--- config.mk ---
export PLATFORM = sky130hd
export DESIGN_NAME = ipc_mailbox
export DESIGN_NICKNAME = d
export VERILOG_FILES = /design/src/rtl/ipc_mbox_pkg.sv /design/src/rtl/mbox_fifo.sv /design/src/rtl/mbox_user_irq.sv /design/src/rtl/ipc_mailbox.sv
export SDC_FILE = /design/constraint.sdc
export NUM_CORES = 1
export LEC_CHECK = 0
export ABC_AREA = 1
export BUFFER_PORTS_ARGS = -buffer_cell sky130_fd_sc_hd__buf_2
export CORE_UTILIZATION = 50
export DETAILED_ROUTE_END_ITERATION = 7
export GPL_TIMING_DRIVEN = 0
export PLACE_DENSITY = 0.65
export SETUP_SLACK_MARGIN = 0.15
export SLEW_MARGIN = 40
export SYNTH_ARGS = -nofsm -noshare
export SYNTH_HDL_FRONTEND = slang
export SYNTH_SLANG_ARGS = --single-unit
export TNS_END_PERCENT = 10
--- constraint.sdc ---
create_clock -name clk -period 3.5 [get_ports clk]
set_input_delay 0.35 -clock clk [delete_from_list [all_inputs] [get_ports clk]]
set_output_delay 0.35 -clock clk [all_outputs]
set_load 0.05 [all_outputs]
--- src/rtl/ipc_mbox_pkg.sv ---
package ipc_mbox_pkg;

    // Address split: group in the upper bits, queue/user index in the lower bits
    localparam int GRP_W    = 3;
    localparam int IDX_W    = 2;
    localparam int ADDR_W   = GRP_W + IDX_W;
    // Position of the full flag inside a level word
    localparam int FULL_BIT = 4;

    typedef enum logic [GRP_W-1:0] {
        G_MSG = 3'd0,   // queue data port
        G_LVL = 3'd1,   // queue level (count and full)
        G_RAW = 3'd2,   // per-user raw status, write-one-to-clear
        G_MSK = 3'd3,   // per-user enabled status, write-one-to-clear
        G_EN  = 3'd4    // per-user event enable
    } grp_e;

    typedef struct packed {
        logic             rd;
        logic             wr;
        grp_e             grp;
        logic [IDX_W-1:0] idx;
    } acc_t;

    function automatic acc_t decode_access(input logic sel,
                                           input logic wr,
                                           input logic [ADDR_W-1:0] addr);
        acc_t a;
        a.rd  = sel & ~wr;
        a.wr  = sel & wr;
        a.grp = grp_e'(addr[ADDR_W-1:IDX_W]);
        a.idx = addr[IDX_W-1:0];
        return a;
    endfunction

    // Status word layout: two bits per queue
    function automatic int nm_bit(input int q);
        return 2 * q;
    endfunction

    function automatic int nf_bit(input int q);
        return 2 * q + 1;
    endfunction

endpackage

--- src/rtl/mbox_fifo.sv ---
module mbox_fifo #(
    parameter int DATA_W = 32,
    parameter int DEPTH  = 4,
    localparam int PTR_W = (DEPTH > 1) ? $clog2(DEPTH) : 1,
    localparam int CNT_W = $clog2(DEPTH + 1)
) (
    input  logic              clk,
    input  logic              rst,
    input  logic              push,
    input  logic              pop,
    input  logic [DATA_W-1:0] wdata,
    output logic [DATA_W-1:0] head,
    output logic [CNT_W-1:0]  count,
    output logic              full,
    output logic              empty
);

    logic [DATA_W-1:0] mem [DEPTH];
    logic [PTR_W-1:0]  wp, rp;
    logic [CNT_W-1:0]  cnt;
    logic              do_push, do_pop;

    function automatic logic [PTR_W-1:0] step(input logic [PTR_W-1:0] p);
        return (p == PTR_W'(DEPTH - 1)) ? '0 : p + 1'b1;
    endfunction

    assign full    = (cnt == CNT_W'(DEPTH));
    assign empty   = (cnt == '0);
    assign do_push = push & ~full;
    assign do_pop  = pop & ~empty;
    assign head    = mem[rp];
    assign count   = cnt;

    always_ff @(posedge clk) begin
        if (do_push) mem[wp] <= wdata;
    end

    always_ff @(posedge clk) begin
        if (rst) begin
            wp  <= '0;
            rp  <= '0;
            cnt <= '0;
        end else begin
            if (do_push) wp <= step(wp);
            if (do_pop)  rp <= step(rp);
            case ({do_push, do_pop})
                2'b10:   cnt <= cnt + 1'b1;
                2'b01:   cnt <= cnt - 1'b1;
                default: cnt <= cnt;
            endcase
        end
    end

    // occupancy never exceeds the depth
    p_no_overflow_r2: assert property (@(posedge clk) disable iff (rst)
        cnt <= CNT_W'(DEPTH));

    // a write into a full queue leaves it full and the write pointer still
    p_drop_full_r2: assert property (@(posedge clk) disable iff (rst)
        (push && full && !pop) |=> (count == CNT_W'(DEPTH)) && $stable(wp));

    // a read from an empty queue leaves it empty
    p_empty_read_r3: assert property (@(posedge clk) disable iff (rst)
        (pop && empty && !push) |=> (count == '0) && $stable(rp));

endmodule

--- src/rtl/mbox_user_irq.sv ---
module mbox_user_irq
    import ipc_mbox_pkg::*;
#(
    parameter int NUM_Q = 2,
    localparam int SW   = 2 * NUM_Q
) (
    input  logic             clk,
    input  logic             rst,
    input  logic             en_we,
    input  logic [SW-1:0]    en_wdata,
    input  logic [SW-1:0]    clr,
    input  logic [NUM_Q-1:0] q_nz,
    input  logic [NUM_Q-1:0] q_full,
    input  logic [NUM_Q-1:0] q_push,
    output logic [SW-1:0]    raw,
    output logic [SW-1:0]    en,
    output logic [SW-1:0]    masked,
    output logic             irq
);

    logic [SW-1:0] raw_nx;

    generate
        for (genvar q = 0; q < NUM_Q; q++) begin : g_q
            localparam int NM = 2 * q;
            localparam int NF = 2 * q + 1;

            // New-message: level while data present, sticky until cleared on empty
            always_comb begin
                if (q_nz[q] || q_push[q])   raw_nx[NM] = 1'b1;
                else if (clr[NM])           raw_nx[NM] = 1'b0;
                else                        raw_nx[NM] = raw[NM];
            end

            // Not-full: level while room exists, sticky until cleared when full
            always_comb begin
                if (!q_full[q])             raw_nx[NF] = 1'b1;
                else if (clr[NF])           raw_nx[NF] = 1'b0;
                else                        raw_nx[NF] = raw[NF];
            end

            // a non-empty queue keeps its new-message bit set
            p_newmsg_hold_r5: assert property (@(posedge clk) disable iff (rst)
                q_nz[q] |=> raw[nm_bit(q)]);

            // a queue with room keeps its not-full bit set
            p_notfull_hold_r6: assert property (@(posedge clk) disable iff (rst)
                !q_full[q] |=> raw[nf_bit(q)]);
        end
    endgenerate

    always_ff @(posedge clk) begin
        if (rst) begin
            raw <= '0;
            en  <= '0;
        end else begin
            raw <= raw_nx;
            if (en_we) en <= en_wdata;
        end
    end

    assign masked = raw & en;
    assign irq    = |masked;

    // a disabled user never interrupts
    p_quiet_when_off_r7: assert property (@(posedge clk) disable iff (rst)
        (en == '0) |-> !irq);

endmodule

--- src/rtl/ipc_mailbox.sv ---
module ipc_mailbox
    import ipc_mbox_pkg::*;
#(
    parameter int NUM_Q     = 2,
    parameter int NUM_USERS = 2,
    parameter int DATA_W    = 32,
    parameter int DEPTH     = 4,
    localparam int SW       = 2 * NUM_Q,
    localparam int CNT_W    = $clog2(DEPTH + 1)
) (
    input  logic                 clk,
    input  logic                 rst,
    input  logic                 bus_sel,
    input  logic                 bus_wr,
    input  logic [ADDR_W-1:0]    bus_addr,
    input  logic [DATA_W-1:0]    bus_wdata,
    output logic [DATA_W-1:0]    bus_rdata,
    output logic [NUM_USERS-1:0] irq,
    output logic                 idle_ok
);

    acc_t acc;
    assign acc = decode_access(bus_sel, bus_wr, bus_addr);

    // Queue side
    logic [DATA_W-1:0] q_head [NUM_Q];
    logic [CNT_W-1:0]  q_cnt  [NUM_Q];
    logic [NUM_Q-1:0]  q_full, q_empty, q_push, q_pop;

    generate
        for (genvar q = 0; q < NUM_Q; q++) begin : g_queue
            assign q_push[q] = acc.wr && acc.grp == G_MSG && acc.idx == IDX_W'(q);
            assign q_pop[q]  = acc.rd && acc.grp == G_MSG && acc.idx == IDX_W'(q);

            mbox_fifo #(.DATA_W(DATA_W), .DEPTH(DEPTH)) u_fifo (
                .clk   (clk),
                .rst   (rst),
                .push  (q_push[q]),
                .pop   (q_pop[q]),
                .wdata (bus_wdata),
                .head  (q_head[q]),
                .count (q_cnt[q]),
                .full  (q_full[q]),
                .empty (q_empty[q])
            );

            // reading an empty queue's data port yields zero
            p_rdata_empty_r3: assert property (@(posedge clk) disable iff (rst)
                (q_pop[q] && q_cnt[q] == '0) |-> (bus_rdata == '0));
        end
    endgenerate

    // User side
    logic [SW-1:0] u_raw [NUM_USERS];
    logic [SW-1:0] u_en  [NUM_USERS];
    logic [SW-1:0] u_msk [NUM_USERS];

    generate
        for (genvar u = 0; u < NUM_USERS; u++) begin : g_user
            logic          hit, en_we;
            logic [SW-1:0] clr;

            assign hit   = acc.wr && acc.idx == IDX_W'(u);
            assign en_we = hit && acc.grp == G_EN;
            assign clr   = (hit && (acc.grp == G_RAW || acc.grp == G_MSK))
                           ? bus_wdata[SW-1:0] : '0;

            mbox_user_irq #(.NUM_Q(NUM_Q)) u_irq (
                .clk      (clk),
                .rst      (rst),
                .en_we    (en_we),
                .en_wdata (bus_wdata[SW-1:0]),
                .clr      (clr),
                .q_nz     (~q_empty),
                .q_full   (q_full),
                .q_push   (q_push),
                .raw      (u_raw[u]),
                .en       (u_en[u]),
                .masked   (u_msk[u]),
                .irq      (irq[u])
            );
        end
    endgenerate

    // Read data mux
    always_comb begin
        bus_rdata = '0;
        if (acc.rd) begin
            for (int q = 0; q < NUM_Q; q++) begin
                if (acc.idx == IDX_W'(q)) begin
                    if (acc.grp == G_MSG && !q_empty[q])
                        bus_rdata = q_head[q];
                    else if (acc.grp == G_LVL)
                        bus_rdata = DATA_W'(q_cnt[q])
                                  | (DATA_W'(q_full[q]) << FULL_BIT);
                end
            end
            for (int u = 0; u < NUM_USERS; u++) begin
                if (acc.idx == IDX_W'(u)) begin
                    if (acc.grp == G_RAW) bus_rdata = DATA_W'(u_raw[u]);
                    else if (acc.grp == G_MSK) bus_rdata = DATA_W'(u_msk[u]);
                    else if (acc.grp == G_EN)  bus_rdata = DATA_W'(u_en[u]);
                end
            end
        end
    end

    assign idle_ok = !bus_sel && (irq == '0);

    // a bus access in progress keeps the block awake
    p_busy_not_idle_r9: assert property (@(posedge clk) disable iff (rst)
        bus_sel |-> !idle_ok);

    // a pending interrupt keeps the block awake
    p_irq_not_idle_r9: assert property (@(posedge clk) disable iff (rst)
        (irq != '0) |-> !idle_ok);

endmodule

; Word-level counts from Yosys, hierarchy flattened
; Memories as Yosys holds them, arrays and structs flattened. A register that Yosys moved wholly into a read port is not among the register bits.
; Cells that the tools add are included.
[op_classes]
addsub = 8
n_eq_ne = 19
muxes = 47
bitwise = 16
n_reduce_logical = 34
[ops]
columns = op, n
row1 = 32-bit two-way mux, 14
row2 = 1-bit two-way mux, 20
row3 = 2-bit two-way mux, 8
row4 = 1-bit logical AND, 15
row5 = "2-bit == test, second input constant", 6
row6 = 3-bit one-hot mux with 2 select lines, 2
row7 = 2-bit nonzero test, 6
row8 = 3-bit by 5-bit bitwise OR with 5-bit output, 2
row9 = "3-bit == test, second input constant", 3
row10 = 3-bit zero test, 3
row11 = "2-bit by 1-bit adder with 2-bit output, second input constant", 4
row12 = 4-bit bitwise AND, 2
row13 = 4-bit two-way mux, 2
row14 = "2-bit != test, second input constant", 4
row15 = 4-bit OR reduction, 2
row16 = "3-bit by 1-bit adder with 3-bit output, second input constant", 2
row17 = 1-bit bitwise AND, 6
row18 = "2-bit by 1-bit == test with 1-bit output, second input constant", 3
row19 = "3-bit by 2-bit == test with 1-bit output, second input constant", 2
row20 = "3-bit by 1-bit subtractor with 3-bit output, second input constant", 2
row21 = 5-bit two-way mux, 1
row22 = 1-bit NOT, 5
row23 = 2-bit zero test, 2
row24 = "3-bit by 1-bit == test with 1-bit output, second input constant", 1
row25 = 3 further kinds, 7
[totals]
reg_bits = 30
mem_bits_rw = 256
inputBits = 41
out_inout_bits = 35
wordCells = 142
n_memories = 2
[mem_list]
columns = name, depth, width, rd, rd_clocked_by_memory_dff, write_ports, line_no
row1 = g_queue[0].u_fifo.mem, 4, 32, 1, 1, 1, mbox_fifo.sv:18  ; logic [DATA_W-1:0] mem [DEPTH];
row2 = g_queue[1].u_fifo.mem, 4, 32, 1, 1, 1, mbox_fifo.sv:18

; Longest topological paths before layout
[depth]
depth_word = 17
ltp_mapped = 16
mapped_depth_nobuf = 16

; Hierarchy
; Synthesis repeated with hierarchy kept, for this count alone.
[hier_totals]
cells_unflattened = 1111
hier_area_um2 = 12388.1
[modules_own_cells]
columns = module, n_inst, cells_per_inst, area_per_inst_um2, seq_area_each_um2
row1 = mbox_fifo, 2, 381, 5283.8, 4023.9
row2 = ipc_mailbox, 1, 251, 1172.4, 0.0
row3 = mbox_user_irq, 2, 49, 324.1, 160.2

; Least setup slack after synthesis
; No wires, ideal clock.
[synth_path]
path_type = input-to-reg
start = in bus_addr[1]
end = mem g_queue[0].u_fifo.mem[0][0] (enable)
setup_ns = 0.421
t_arrival_ns = 2.522
t_required_ns = 3.079
slack_ns = 0.557
path_stages = 7
path_buffers = 0
cell_sequence = nor2_2 inv_1 nor2_1 inv_1 nor2_1 nand2_2 nor2_1
[synth_between]
elab_chain_cells = 5
[synth_rtl]
columns = item, line_no
row1 = "start, declared", ipc_mailbox.sv:15  ; input logic [ADDR_W-1:0] bus_addr,
row2 = 2-bit zero test, ipc_mailbox.sv:32  ; assign q_push[q] = acc.wr && acc.grp == G_MSG && acc.idx == IDX_W'(q);
row3 = 1-bit logical AND, ipc_mailbox.sv:32
row4 = 1-bit bitwise AND, mbox_fifo.sv:29  ; assign do_push = push & ~full;
row5 = 1-bit two-way mux, mbox_fifo.sv:35  ; if (do_push) mem[wp] <= wdata;
row6 = 1-bit two-way mux (not written as such), mbox_fifo.sv:35
row7 = "end, declared", mbox_fifo.sv:18
; Every way passes these cells.

==> metrics.md <==
| Metric | Value |
|---|---|
| Cell Area, Placed | 13300 um^2 |
| Highest clock frequency the design can meet | 0.310 GHz |
| Post-synthesis sequential area ratio | 68.8% |
| Final wirelength | 29500 um |
| Capturing point of the worst reg2reg path | g_queue[1].u_fifo.count[2]$_SDFFE_PP0P_ |
| EDFF count, synth | 256 |
| Synthesis-stage register bit count | 290 |
| RSZ-0062 raised after global routing | true |
| Cell accounting for the most synthesized area | sky130_fd_sc_hd__edfxtp_1 |
| Hold Crit Class | primary input to flip-flop |
| Synthesized netlist net count | 1057 |
| Power density over the cells | 495 nW/um^2 |
| Layout Area Growth over Synthesis | 17.5% |
| Most frequent standard cell in the layout excluding fill and tap cells | sky130_fd_sc_hd__edfxtp_1 |
| Clock network latency to the later pin of the worst-skew pair | 550 ps |
| Post-DP HPWL | 19800 um |
| Total count of max-transition violations in the final report | 0 |
| Register-to-Register Path Depth | 12 |
| Critical-path top delay cell | sky130_fd_sc_hd__buf_1 |
| Die width | 158 um |
| Run status | complete, no violations |
| Per-cell via count in the routed design | 5.62 |
| Quantity of I/O buffers inserted on ports | 74 |
| Router iterations before antenna repair | 7 |
| Share of post-route cells with drive strength above 1 | 18.8% |
| Leading cell types by total area after synthesis | sky130_fd_sc_hd__edfxtp_1 63%, sky130_fd_sc_hd__nand2_1 6.4%, sky130_fd_sc_hd__dfxtp_1 5.6%, sky130_fd_sc_hd__a21oi_1 5.2%, sky130_fd_sc_hd__a221oi_2 2.6% |
| Cell at the root of the clock tree | sky130_fd_sc_hd__clkbuf_16 |
| R2R Setup Slk | 860 ps |
| Min cycle time layout | 3230 ps |
| MaxCap Viol Count | 0 |
| Warnings from Yosys | 0 |
| Worst setup slack after layout | 274 ps |
| Mean instance size in the synthesized netlist | 12.1 um^2 |
| Worst-path clk slew | 60 ps |
| Pre-CTS WS | 668 ps |
| Worst path cell trace | inv_2 -> clkbuf_1 -> buf_1 -> nand2_1 -> a221oi_2 -> or2_1 -> buf_2 |
| First-pass GRT wire length | 44900 um |
| Sum Neg Setup Slack | 0 ps |
| Number of instances in the synthesized netlist | 1002 |
| Detail-routed net length per standard cell | 20.1 um |
| Drt drc | 0 |
| Initial DRC count | 692 |
| Final Instance Area | 14300 um^2 |
| Worst Clk Skew | 25.7 ps |
| Start-to-end type of the worst setup path | flip-flop to output pin |
| Placement row count | 56 |
| Core region area | 23700 um^2 |
| Number of antenna violations at the first check in global routing | 2 |
| Maximum fanout encountered on the critical timing path | 10 |
| CP max stage delay | 550 ps |
| Routability cong. | 0.913 |
| Via count of the first global-routing pass | 7947 |
| Sink count of the clock tree | 290 |
| Maximum number of pins on one net before global-route repair | 19 |
| Full die area | 25000 um^2 |
| Final setup viols | 0 |
| Number of hold buffers added after CTS | 0 |
| Total power consumption of the routed design | 7.08 mW |
| Capturing element type of the critical path | output pin |
| Element type at the critical path start | flip-flop |
| Critical Path AT | 2880 ps |
| Total GRT Usage | 24.3% |
| CTS H-Tree Depth | 1 |
| Worst voltage drop across the vdd grid | 0.374 mV |
| Proportion of register bits with asynchronous set or reset after synthesis | 0% |
| Clock buffer count from CTS | 29 |
| Most used flip-flop cell after synthesis | sky130_fd_sc_hd__edfxtp_1 |
| Hold_ws | 62.1 ps |
| Final-stage net count | 1178 |
| Buffers inserted by post-CTS timing repair | 0 |
| Post-Syn Area | 12200 um^2 |
| Yosys cell types | 44 |
| Y dimension of the die | 158 um |
| Launch point of the worst reg-to-reg path | g_queue[1].u_fifo.count[1]$_SDFFE_PP0P_ |
| Effective utilization at floorplan | 51.4% |
| Final period util | 92.2% |
| Count of nets left with antenna violations after detail routing | 0 |
| Aggregate global routing overflow | 0 |
| Most frequent cells in the layout | 256 x sky130_fd_sc_hd__edfxtp_1, 209 x sky130_fd_sc_hd__nand2_1, 126 x sky130_fd_sc_hd__a21oi_1 |
| I/O pin cnt | 76 |
| Worst setup path end | bus_rdata[30] |
| Required @ worst endpoint | 3150 ps |
| Routed via count | 8242 |
| Final Hold Viols | 0 |
| CTS tree | built |
| Leak Pwr | 5.33 nW |
| Worst-Margin Slew | 818 ps |
| Clock Path Buffers | 3 |
| Top cell type's share of synthesized area | 63.2% |
| Relative slew slack | 45.5% |
## power breakdown
group	total [mW]	internal, mW	switching, mW
Clock	3.15	1.89	1.27
Combinational	0.152	0.0393	0.113
Sequential	3.77	3.77	0.00500
Total	7.08	5.69	1.39
## layer usage
metal,track usage (%),share of wire [%],vias to the layer above
li1,-,-,3891
met1,33.7,44,4005
met5,0,0.044,-
met3,3.81,6.6,54
met4,6.32,2.1,2
met2,40.2,48,290
## cell usage after synthesis, types with 4 or more instances
library cell / count
sky130_fd_sc_hd__a211oi_1: 15
sky130_fd_sc_hd__o211ai_1: 7
sky130_fd_sc_hd__nand3_1: 18
sky130_fd_sc_hd__buf_2: 15
sky130_fd_sc_hd__o21ai_0: 43
sky130_fd_sc_hd__nand4_1: 4
sky130_fd_sc_hd__dfxtp_1: 34
sky130_fd_sc_hd__a221oi_2: 21
sky130_fd_sc_hd__nor2_1: 68
sky130_fd_sc_hd__o211a_1: 4
sky130_fd_sc_hd__clkbuf_1: 24
sky130_fd_sc_hd__edfxtp_1: 256
sky130_fd_sc_hd__inv_2: 9
sky130_fd_sc_hd__or2_1: 11
sky130_fd_sc_hd__a21oi_1: 126
sky130_fd_sc_hd__ha_1: 12
sky130_fd_sc_hd__a221oi_1: 13
sky130_fd_sc_hd__nand2_1: 209
sky130_fd_sc_hd__o31ai_1: 7
sky130_fd_sc_hd__buf_4: 4
sky130_fd_sc_hd__nor2_4: 7
sky130_fd_sc_hd__inv_1: 48
sky130_fd_sc_hd__buf_1: 4
sky130_fd_sc_hd__o22ai_1: 4
sky130_fd_sc_hd__o221ai_1: 4
sky130_fd_sc_hd__a221o_1: 7
## timing repair
action	in CTS	in global routing
setup endpoints to repair	0	5
hold endpoints to repair	0	0
resized for setup	0	3
## flip-flops by register name (all words and copies together) (netlist names), named ones only
signal / cells
g_queue.u_fifo.mem: 256
g_user.u_irq.en: 8
g_user.u_irq.raw: 8
g_queue.u_fifo.count: 6
g_queue.u_fifo.rp: 4
g_queue.u_fifo.wp: 4
## metrics by stage
step / instances / utilization, %
5_1_grt: 1465 / 60.3
6_report: 1466 / 60.4
4_1_cts: 1465 / 60.3
3_5_place_dp: 1411 / 56.3
3_3_place_gp: 1395 / 54.6
2_1_floorplan: 1002 / -
## final cells by class
class,count,area [um^2]
multi-input cells,604,3390
inverters,58,218
fillers,1925,9390
repair buffers,90,698
well taps,319,399
plain buffers,50,246
clock buffers,35,748
flip-flops and latches,290,8370
diodes,1,2.50
clock inverters,19,220
## worst min path at each step
| stage | from | to | slack, ps | cells past startpoint |
|---|---|---|---|---|
| after CTS | bus_wdata[20] | g_queue[1].u_fifo.mem[3][20]$_DFFE_PP_ | 50 | 1 |
| after detailed placement | g_queue[0].u_fifo.count[0]$_SDFFE_PP0P_ | g_queue[0].u_fifo.count[0]$_SDFFE_PP0P_ | 470 | 2 |
| after global routing | bus_wdata[20] | g_queue[1].u_fifo.mem[3][20]$_DFFE_PP_ | 50 | 1 |
| after global placement | g_queue[0].u_fifo.count[0]$_SDFFE_PP0P_ | g_queue[0].u_fifo.count[0]$_SDFFE_PP0P_ | 460 | 2 |
| final | bus_wdata[19] | g_queue[1].u_fifo.mem[3][19]$_DFFE_PP_ | 60 | 1 |
| after floorplan | bus_wdata[0] | g_queue[0].u_fifo.mem[0][0]$_DFFE_PP_ | 450 | 0 |
## cells by family after synthesis
kind of cell / synth area share (%)
flops: 68.8
compound gates: 14.4
simple gates: 11.4
fa+ha+maj: 1.56
buf+inv: 3.80
## worst max-delay path: cells and delay by family (launching register included)
kind                   cells  cell delay, ps
buffers and inverters      4            1460
flip-flops                 1             310
AO/OA/AOI/OAI              1             240
AND/OR/NAND/NOR            2             300
No activity file was read; power rests on OpenSTA's default activity.
